File: src/rtl/pm_clkdiv_pkg.sv
package pm_clkdiv_pkg;
  typedef enum logic {
    SPEED_FULL = 1'b0,
    SPEED_SLOW = 1'b1
  } speed_e;
endpackage

File: src/rtl/pm_clkdiv_rstsync.sv
module pm_clkdiv_rstsync #(
  parameter int STAGES = 2
) (
  input  logic clk_i,
  input  logic arst_ni,
  output logic srst_no
);
  logic [STAGES-1:0] sync_q;

  always_ff @(posedge clk_i or negedge arst_ni) begin
    if (!arst_ni) sync_q <= '0;
    else          sync_q <= {sync_q[STAGES-2:0], 1'b1};
  end

  assign srst_no = sync_q[STAGES-1];
endmodule

File: src/rtl/pm_clkdiv_ctrl.sv
module pm_clkdiv_ctrl (
  input  logic clk_i,
  input  logic rst_ni,
  input  logic wr_i,
  input  logic wdata_i,
  input  logic swb_hit_i,
  output logic ctrl_o
);
  logic ctrl_q, ctrl_d, ctrl_en;

  // Switchback overrides a software write in the same clock.
  always_comb begin
    ctrl_en = wr_i | swb_hit_i;
    ctrl_d  = ctrl_q;
    if (wr_i)      ctrl_d = wdata_i;
    if (swb_hit_i) ctrl_d = 1'b0;
  end

  always_ff @(posedge clk_i or negedge rst_ni) begin
    if (!rst_ni)      ctrl_q <= 1'b0;
    else if (ctrl_en) ctrl_q <= ctrl_d;
  end

  assign ctrl_o = ctrl_q;
endmodule

File: src/rtl/pm_clkdiv_cnt.sv
module pm_clkdiv_cnt #(
  parameter int DIV_RATIO = 1024
) (
  input  logic clk_i,
  input  logic rst_ni,
  input  logic run_i,
  output logic tick_o
);
  localparam int CNT_W = (DIV_RATIO > 1) ? $clog2(DIV_RATIO) : 1;
  localparam logic [CNT_W-1:0] LAST = CNT_W'(DIV_RATIO - 1);

  logic [CNT_W-1:0] cnt_q, cnt_d;
  logic             cnt_en;

  always_comb begin
    tick_o = !run_i || (cnt_q == LAST);
    cnt_d  = (run_i && !tick_o) ? cnt_q + 1'b1 : '0;
    cnt_en = run_i || (cnt_q != '0);
  end

  always_ff @(posedge clk_i or negedge rst_ni) begin
    if (!rst_ni)     cnt_q <= '0;
    else if (cnt_en) cnt_q <= cnt_d;
  end
endmodule

File: src/rtl/pm_clkdiv_mode.sv
module pm_clkdiv_mode
  import pm_clkdiv_pkg::*;
(
  input  logic   clk_i,
  input  logic   rst_ni,
  input  logic   boundary_i,
  input  logic   want_slow_i,
  output speed_e speed_o
);
  speed_e speed_q, speed_d;

  always_comb begin
    speed_d = want_slow_i ? SPEED_SLOW : SPEED_FULL;
  end

  always_ff @(posedge clk_i or negedge rst_ni) begin
    if (!rst_ni)         speed_q <= SPEED_FULL;
    else if (boundary_i) speed_q <= speed_d;
  end

  assign speed_o = speed_q;
endmodule

File: src/rtl/pm_clkdiv.sv
module pm_clkdiv
  import pm_clkdiv_pkg::*;
#(
  parameter int DIV_RATIO  = 1024,
  parameter int SYNC_STAGE = 2
) (
  input  logic clk_i,
  input  logic rst_ni,
  input  logic pm_wr_i,
  input  logic pm_wdata_i,
  input  logic swb_en_i,
  input  logic irq_pend_i,
  output logic cyc_en_o,
  output logic slow_o,
  output logic pm_ctrl_o
);
  logic   srst_n;
  logic   swb_hit;
  logic   ctrl;
  logic   want_slow;
  logic   tick;
  speed_e speed;

  pm_clkdiv_rstsync #(.STAGES(SYNC_STAGE)) u_rst (
    .clk_i   (clk_i),
    .arst_ni (rst_ni),
    .srst_no (srst_n)
  );

  assign swb_hit   = swb_en_i & irq_pend_i;
  assign want_slow = ctrl & ~swb_hit;

  pm_clkdiv_ctrl u_ctrl (
    .clk_i     (clk_i),
    .rst_ni    (srst_n),
    .wr_i      (pm_wr_i),
    .wdata_i   (pm_wdata_i),
    .swb_hit_i (swb_hit),
    .ctrl_o    (ctrl)
  );

  pm_clkdiv_cnt #(.DIV_RATIO(DIV_RATIO)) u_cnt (
    .clk_i  (clk_i),
    .rst_ni (srst_n),
    .run_i  (speed == SPEED_SLOW),
    .tick_o (tick)
  );

  pm_clkdiv_mode u_mode (
    .clk_i       (clk_i),
    .rst_ni      (srst_n),
    .boundary_i  (tick),
    .want_slow_i (want_slow),
    .speed_o     (speed)
  );

  assign cyc_en_o  = tick;
  assign slow_o    = (speed == SPEED_SLOW);
  assign pm_ctrl_o = ctrl;
endmodule

File: config.mk
export PLATFORM = sky130hd
export DESIGN_NAME = pm_clkdiv
export DESIGN_NICKNAME = d
export VERILOG_FILES = /design/src/rtl/pm_clkdiv_pkg.sv /design/src/rtl/pm_clkdiv_rstsync.sv /design/src/rtl/pm_clkdiv_ctrl.sv /design/src/rtl/pm_clkdiv_cnt.sv /design/src/rtl/pm_clkdiv_mode.sv /design/src/rtl/pm_clkdiv.sv
export SDC_FILE = /design/constraint.sdc
export NUM_CORES = 1
export LEC_CHECK = 0
export BUFFER_PORTS_ARGS = -buffer_cell sky130_fd_sc_hd__buf_2
export CAP_MARGIN = 5
export CELL_PAD_IN_SITES_DETAIL_PLACEMENT = 0
export CELL_PAD_IN_SITES_GLOBAL_PLACEMENT = 1
export CORE_MARGIN = 4
export CORE_UTILIZATION = 45
export CTS_BUF_LIST = sky130_fd_sc_hd__clkbuf_8
export CTS_CLUSTER_DIAMETER = 80
export CTS_CLUSTER_SIZE = 28
export DETAILED_ROUTE_END_ITERATION = 12
export GPL_TIMING_DRIVEN = 0
export HOLD_SLACK_MARGIN = 0.1
export PLACE_DENSITY = 0.84
export SYNTH_ARGS = -nofsm -noshare
export SYNTH_HDL_FRONTEND = slang
export SYNTH_HIERARCHICAL = 1
export SYNTH_SLANG_ARGS = --single-unit
File: constraint.sdc
create_clock -name clk_i -period 1.7 [get_ports clk_i]
set_clock_uncertainty 0.05 [all_clocks]
set_input_delay 0.34 -clock clk_i [delete_from_list [all_inputs] [get_ports clk_i]]
set_output_delay 0.34 -clock clk_i [all_outputs]
set_load 0.05 [all_outputs]
==> qor.json <==
{
  "outcome": "finished with violations",
  "failed_checks": "negative setup slack",
  "ir_worst_vdd_uv": 862,
  "cts_root_buffer": "sky130_fd_sc_hd__clkbuf_8",
  "synth_flop_cell": "sky130_fd_sc_hd__dfrtp_1",
  "post-route-worst-setup-slack_ns": -0.111,
  "synthCells": 62,
  "cts_buffers": 3,
  "grt_first_pass_wirelength_um": 2790,
  "cts.htree.levels": 1,
  "layout.nets": 92,
  "num_antenna_cells": 0,
  "io_buf_count": 8,
  "drt_wl_total_um": 1550,
  "cts_max_path_buffers": 2,
  "synth_enable_flop_cells": 0,
  "yosysWarningCount": 6,
  "drc": 0,
  "unrepaired_setup_endpoints_after_global_routing": "yes",
  "dp_slack_ns": -0.421,
  "layout-drive-gt1-share": 0.349,
  "chipWidth_um": 47.1,
  "synthDominantAreaCellType": "sky130_fd_sc_hd__dfrtp_1",
  "power_density_relative_to_cell_area_nw_per_um2": 1090,
  "clk_transition_reported_paths_ns": 0.06,
  "vias_per_cell": 6.09,
  "floorplan.die.height_um": 47.1,
  "placement_row_count": 13,
  "ys_async_sr_fraction": 1.00,
  "startpoint_type": "register",
  "first_pass_detailed_route_iteration_total": 4,
  "grt_start_max_net_pins": 13,
  "postSynthRegisterBits": 14,
  "boundaryPins": 9,
  "type_of_the_worst_setup_path": "reg -> out",
  "slew_violations": 0,
  "synthDominantCellAreaShare": 0.510,
  "critical_path.max_fanout": 2,
  "max_freq_mhz": 552,
  "drtIter0Drc": 15,
  "maxCapViolCount": 0,
  "worstPathArrival_ns": 1.42,
  "cp-end-kind": "output port",
  "wire_per_inst_um": 15.8,
  "static-leakage-power_nw": 0.416,
  "antenna_found_initial": 0,
  "post-dp-hpwl_um": 961,
  "fin_crit_sh": 1.07,
  "initial_utilization": 0.503,
  "count_leader_synth": "sky130_fd_sc_hd__dfrtp_1",
  "synth.cell_area_um2": 687,
  "gp_congestion": 0.747,
  "coreArea_um2": 1370,
  "synth_cell_types": 26,
  "dieArea_um2": 2220,
  "setup_viol": 1,
  "synth_top_cells_by_area": "sky130_fd_sc_hd__dfrtp_1, sky130_fd_sc_hd__xor2_1, sky130_fd_sc_hd__ha_1",
  "vias": 597,
  "finalHoldViolations": 0,
  "holdCritPathClass": "reg -> async",
  "timing.critical_path.required_ns": 1.31,
  "grt_remaining_overflow": 0,
  "fin_tns_setup_ns": -0.111,
  "ys_seq_area_frac": 0.510,
  "synth_commonest_cells": "sky130_fd_sc_hd__dfrtp_1, sky130_fd_sc_hd__inv_1, sky130_fd_sc_hd__nand3_1",
  "grt_pass1_vias": 618,
  "cts_num_sinks": 14,
  "global_route_usage_over_all_layers": 0.185,
  "tritoncts": "yes",
  "worstSkewPairLatency_ns": 0.24,
  "layout_min_cycle_time_ns": 1.81,
  "num-fill-cells": 106,
  "syn_area_cell_um2": 11.1,
  "mappedNetlistNets": 70,
  "drtAntennaViolNets": 0,
  "syn2layout_area_growth_pct": 33.3
}
## power breakdown
part	leakage (nW)	switching, mW	total (mW)	internal (mW)
Combinational	0.200	0.153	0.272	0.119
Sequential	0.187	0.0380	0.399	0.361
Clock	0.0288	0.119	0.324	0.205
Total	0.416	0.310	0.996	0.686
## area by class of cell
type / instances / area (µm²) / area share
Tap cell: 15 / 18.8 / 0.0205
Timing Repair Buffer: 17 / 124 / 0.135
Sequential cell: 14 / 350 / 0.383
Clock buffer: 4 / 55.1 / 0.0601
Multi-Input combinational cell: 43 / 349 / 0.381
Inverter: 5 / 18.8 / 0.0205
## per-layer routing
metal / routed length (µm) / part of all wire / vias to the layer above / global-route usage
met5: 0 / 0 / - / 0
met4: 27 / 0.017 / 0 / 0.0994
met3: 105 / 0.068 / 6 / 0.0498
met2: 766 / 0.49 / 24 / 0.287
met1: 653 / 0.42 / 298 / 0.233
li1: - / - / 269 / -
## worst paths after layout
path | start | end | slack (ns) | cells after the start
worst max-delay path | u_cnt/cnt_q[0] | cyc_en_o | -0.11 | 4
worst max register to register | u_cnt/cnt_q[0] | u_mode/speed_o | 0.01 | 6
max in group asynchronous | u_rst/sync_q[1] | u_cnt/cnt_q[1] | 1.13 | 0
min in group clk_i | u_rst/sync_q[0] | u_rst/sync_q[1] | 0.30 | 0
worst min register to register | u_rst/sync_q[1] | u_cnt/cnt_q[5] | 0.15 | 0
worst min-delay path | u_rst/sync_q[1] | u_cnt/cnt_q[5] | 0.15 | 0
## flip-flops by register name, indices dropped and copies added (netlist names)
register and flops:
u_ctrl/ctrl_o 1, u_rst/sync_q 2, u_cnt/cnt_q 10, u_mode/speed_o 1
## kinds of logic after synthesis
group | share of synthesized area
flip-flops | 0.510
AO/OA/AOI/OAI | 0.153
other | 0.00546
AND/OR/NAND/NOR | 0.179
multiplexers | 0.0510
adder cells (fa/ha/maj) | 0.0364
XOR/XNOR | 0.0383
buffers and inverters | 0.0273
## timing repair
action / in CTS / in global routing
hold buffers: 1 / 0
hold endpoints to repair: 2 / 0
pin swaps: 4 / 5
setup endpoints to repair: 8 / 4
gates resized for setup: 3 / 7
buffers inserted: 7 / 4
## metrics by stage
step / power [mW] / util / instance area (µm²) / std cells / hold slack (ns)
floorplan: 0.533 / - / 689 / 62 / -0.00559
global placement: 0.581 / 0.548 / 748 / 85 / 0.0752
CTS: 0.963 / 0.640 / 875 / 96 / 0.162
detailed placement: 0.584 / 0.548 / 748 / 85 / 0.0772
global route: 1.04 / 0.670 / 916 / 98 / 0.203
finish: 0.996 / 0.670 / 916 / 98 / 0.146
## critical path, stage by stage, from the launching register on
cell and delay [ns]:
sky130_fd_sc_hd__dfrtp_1 0.40, sky130_fd_sc_hd__ha_4 0.15, sky130_fd_sc_hd__nand4_1 0.16, sky130_fd_sc_hd__o31ai_4 0.26, sky130_fd_sc_hd__buf_6 0.20
## placed cells by master, fill, tap and decap left out, types with 2 or more instances in the layout
cell and count:
sky130_fd_sc_hd__xor2_1 3, sky130_fd_sc_hd__or3_4 2, sky130_fd_sc_hd__nor2_1 2, sky130_fd_sc_hd__mux2i_1 2
sky130_fd_sc_hd__o21ai_0 3, sky130_fd_sc_hd__inv_1 5, sky130_fd_sc_hd__dfrtp_1 14, sky130_fd_sc_hd__a21oi_1 2
sky130_fd_sc_hd__nand2_1 2, sky130_fd_sc_hd__or4_1 2, sky130_fd_sc_hd__a22oi_1 2, sky130_fd_sc_hd__and2_1 2
sky130_fd_sc_hd__clkbuf_8 4, sky130_fd_sc_hd__buf_2 7, sky130_fd_sc_hd__nand3_1 4, sky130_fd_sc_hd__nor4_1 2
sky130_fd_sc_hd__buf_4 7, sky130_fd_sc_hd__o31ai_1 2
Note: power is estimated with default switching activity, not from simulation.
